[src/rtl/relay_station.sv]
module relay_station #(
  parameter int W = 16
) (
  input  logic         clk,
  input  logic         rst_n,
  input  logic         up_valid,
  input  logic [W-1:0] up_data,
  output logic         up_stop,
  output logic         dn_valid,
  output logic [W-1:0] dn_data,
  input  logic         dn_stop
);

  logic         main_v, aux_v;
  logic [W-1:0] main_d, aux_d;
  logic         drain;

  assign drain    = !dn_stop || !main_v;
  assign dn_valid = main_v;
  assign dn_data  = main_d;
  assign up_stop  = aux_v;

  always_ff @(posedge clk or negedge rst_n) begin
    if (!rst_n) begin
      main_v <= 1'b0;
      aux_v  <= 1'b0;
      main_d <= '0;
      aux_d  <= '0;
    end else if (drain) begin
      if (aux_v) begin
        main_v <= 1'b1;
        main_d <= aux_d;
        aux_v  <= 1'b0;
      end else begin
        main_v <= up_valid;
        main_d <= up_data;
      end
    end else if (!aux_v && up_valid) begin
      aux_v <= 1'b1;
      aux_d <= up_data;
    end
  end

endmodule


[config.mk]
export PLATFORM = sky130hd
export DESIGN_NAME = relay_station
export DESIGN_NICKNAME = d
export VERILOG_FILES = /design/src/rtl/relay_station.sv
export SDC_FILE = /design/constraint.sdc
export NUM_CORES = 1
export LEC_CHECK = 0
export BUFFER_PORTS_ARGS = -buffer_cell sky130_fd_sc_hd__buf_4
export CAP_MARGIN = 20
export CORE_MARGIN = 1
export CORE_UTILIZATION = 35
export DETAILED_ROUTE_END_ITERATION = 16
export PLACE_DENSITY = 0.58
export SLEW_MARGIN = 20
export SYNTH_ARGS = -nofsm -noshare
export SYNTH_HDL_FRONTEND = slang
export SYNTH_SLANG_ARGS = --single-unit
[constraint.sdc]
create_clock -name clk -period 1.4 [get_ports clk]
set_input_delay 0.28 -clock clk [delete_from_list [all_inputs] [get_ports clk]]
set_output_delay 0.28 -clock clk [all_outputs]
set_load 0.05 [all_outputs]
==> results.toml <==
[drt]
final_antenna_net_count = 0
drtPass1Iterations = 3
drt_wl_total_mm = 3.05
viasPerCell = 5.12
drtIter0Drc = 40
vias = 1040
drc = 0
wire_per_inst_microns = 15.0

[finish]
nets = 173
area_delta_synth_final_pct = 30.4
antenna_cells = 0
drive_gt1_share_pct = 44.4
stdcell_count = 203

[logic_synthesis]
synth_cells = 111
synth_nets = 131
syn_avg_cell_area_sq_um = 13.4
yosys_warnings = 0
synth_area_leaders = "dfrtp_1 (57%), mux2i_1 (11%), mux2_4 (10%), nand3_1 (5.4%), o21ai_0 (4.7%)"
ys_seq_area_share_pct = 57.2
syn-cell-area_sq_um = 1490
yosysUniqueCellTypes = 14
yosysTopAreaCellShare_pct = 57.2
synth_seq_cells = 34
yosysTopAreaCell = "dfrtp_1"

[power]
leakage_nw = 0.913
max-vdd-ir-drop_v = 0.000675
power_per_cell_area_nw_per_um2 = 1460

[grt]
grt-ovfl-total = 0
track_usage_pct = 16.0
grt_max_degree = 35
grt_pass1_vias = 1104
grt_pass1_wl_mm = 5.17
antenna_found_initial = 0

[clock_tree]
clk_latency_ps = 280
cts_buffers = 5
cts_root_buf = "clkbuf_8"
cts_tree = "done"
cts_buffer_depth = 2
cts_max_level = 2
cts_sinks = 34
clkTransAtPathRegs_ps = 60

[placed_design]
io_buffers = 37
detailed_place_hpwl_mm = 2.10
dp_slack_ps = 42.3
placed_cells = 194
gp_congestion = 0.661

[sta]
hold_viol_final = 0
skew_ps = 3.95
min_period_ps = 1350
rsz0062_at_grt = "no"
relSlewSlack_pct = 71.8
tightest_slew_ps = 423
maxSlewViolCount = 0
finalSetupViolCount = 0
setup_ws_ps = 48.3
period_share_pct = 96.6
max_freq_mhz = 740

[run_status]
status = "finished clean"

[die]
dieArea_sq_um = 4520
core_sq_um = 4030
initial_core_util_pct = 36.9
die_h_microns = 67.2
die_x_microns = 67.2
num_rows = 23
io_pins = 38

[critical_path]
startpoint_type = "flop"
end_kind = "primary output"
critPathKind = "reg -> out"
worstRegToRegCells = 3
crit_fanout = 8
cp.arrival_ps = 1070
critPathRequiredTime_ps = 1120

[hold_path]
hp-class = "in -> reg"
worstHoldPathCells = 2

[flow_run]
cap_violations = 0
==> state kept, by name (all words and copies together) (netlist names) <==
| register | flops |
|---|---|
| aux_d | 16 |
| dn_valid | 1 |
| up_stop | 1 |
| dn_data | 16 |
==> per-stage QoR <==
| step | hold slack, ps | setup TNS (ps) | total power, mW | util [%] | area, sq um |
|---|---|---|---|---|---|
| global placement | 248 | 0 | 2.11 | 45.0 | 1810 |
| CTS | 229 | 0 | 2.87 | 47.7 | 1920 |
| floorplan | -15.6 | -1010 | 1.86 | - | 1490 |
| global route | 229 | 0 | 2.99 | 48.2 | 1940 |
| detailed placement | 255 | 0 | 2.14 | 45.0 | 1810 |
| finish | 237 | 0 | 2.84 | 48.2 | 1940 |
==> cells in the mapped netlist <==
cell type / instances
and2_1: 1
buf_2: 5
buf_6: 2
clkbuf_1: 2
dfrtp_1: 34
mux2_2: 6
mux2_4: 10
mux2i_1: 16
nand3_1: 16
nand4b_4: 1
o21a_1: 1
o21ai_0: 14
o21ai_1: 2
or3_1: 1
==> cell type report <==
class | count | area, sq um
multi-input combinational | 68 | 582
tap | 50 | 62.6
fill | 373 | 2090
clock buffer | 7 | 86.3
sequential | 34 | 853
timing repair buffer | 44 | 357
==> kinds of logic (layout without fill, tap and decap cells) <==
| family | after synthesis | count (layout) | synth area share [%] |
|---|---|---|---|
| compound gates | 17 | 17 | 5.89 |
| buf+inv | 9 | 51 | 3.70 |
| flops | 34 | 34 | 57.2 |
| mux | 32 | 32 | 25.4 |
| simple gates | 19 | 19 | 7.82 |
==> cell usage in the layout (no fill, tap or decap), drive strengths merged <==
cell type,n
dfrtp,34
dlygate4sd3,1
or3,1
mux2,16
buf,43
o21ai,16
and2,1
o21a,1
clkbuf,7
mux2i,16
nand3,16
nand4b,1
==> critical path: stages, from the launching register on <==
cell     delay (ps)
dfrtp_2         430
buf_4           170
buf_4           190
==> path summary, 6_finish.rpt <==
kind                                      startpoint                endpoint  slack (ps)
worst max-delay path            dn_valid$_DFFE_PN0P_                dn_valid          50
worst min-delay path                      up_data[4]    aux_d[4]$_DFFE_PN0P_         240
worst max register to register   up_stop$_DFFE_PN0P_    aux_d[6]$_DFFE_PN0P_         210
worst min register to register  aux_d[2]$_DFFE_PN0P_    aux_d[2]$_DFFE_PN0P_         500
max in group asynchronous                      rst_n    dn_valid$_DFFE_PN0P_         600
min in group asynchronous                      rst_n  dn_data[8]$_DFFE_PN0P_         480
==> metal layers <==
layer  wire [microns]  vias to the layer above  GRT usage, %  share of wire, %
li1                 -                      482             -                 -
met1             1400                      522          19.9                46
met2             1430                       32          24.8                47
met3              183                        4          6.42               6.0
met4               37                        0          6.38               1.2
met5                0                        -             0                 0
==> where the power goes <==
group | switching [mW] | internal (mW)
Sequential | 0.106 | 1.17
Combinational | 0.484 | 0.360
Clock | 0.323 | 0.390
==> what timing repair did <==
action,in CTS,in global routing
setup endpoints to repair,1,15
setup buffers,0,1
hold buffers,1,0
gates resized for setup,3,0
endpoints found under the hold margin,34,0
pin swaps,0,0
Power figures use the tool's default switching activity.
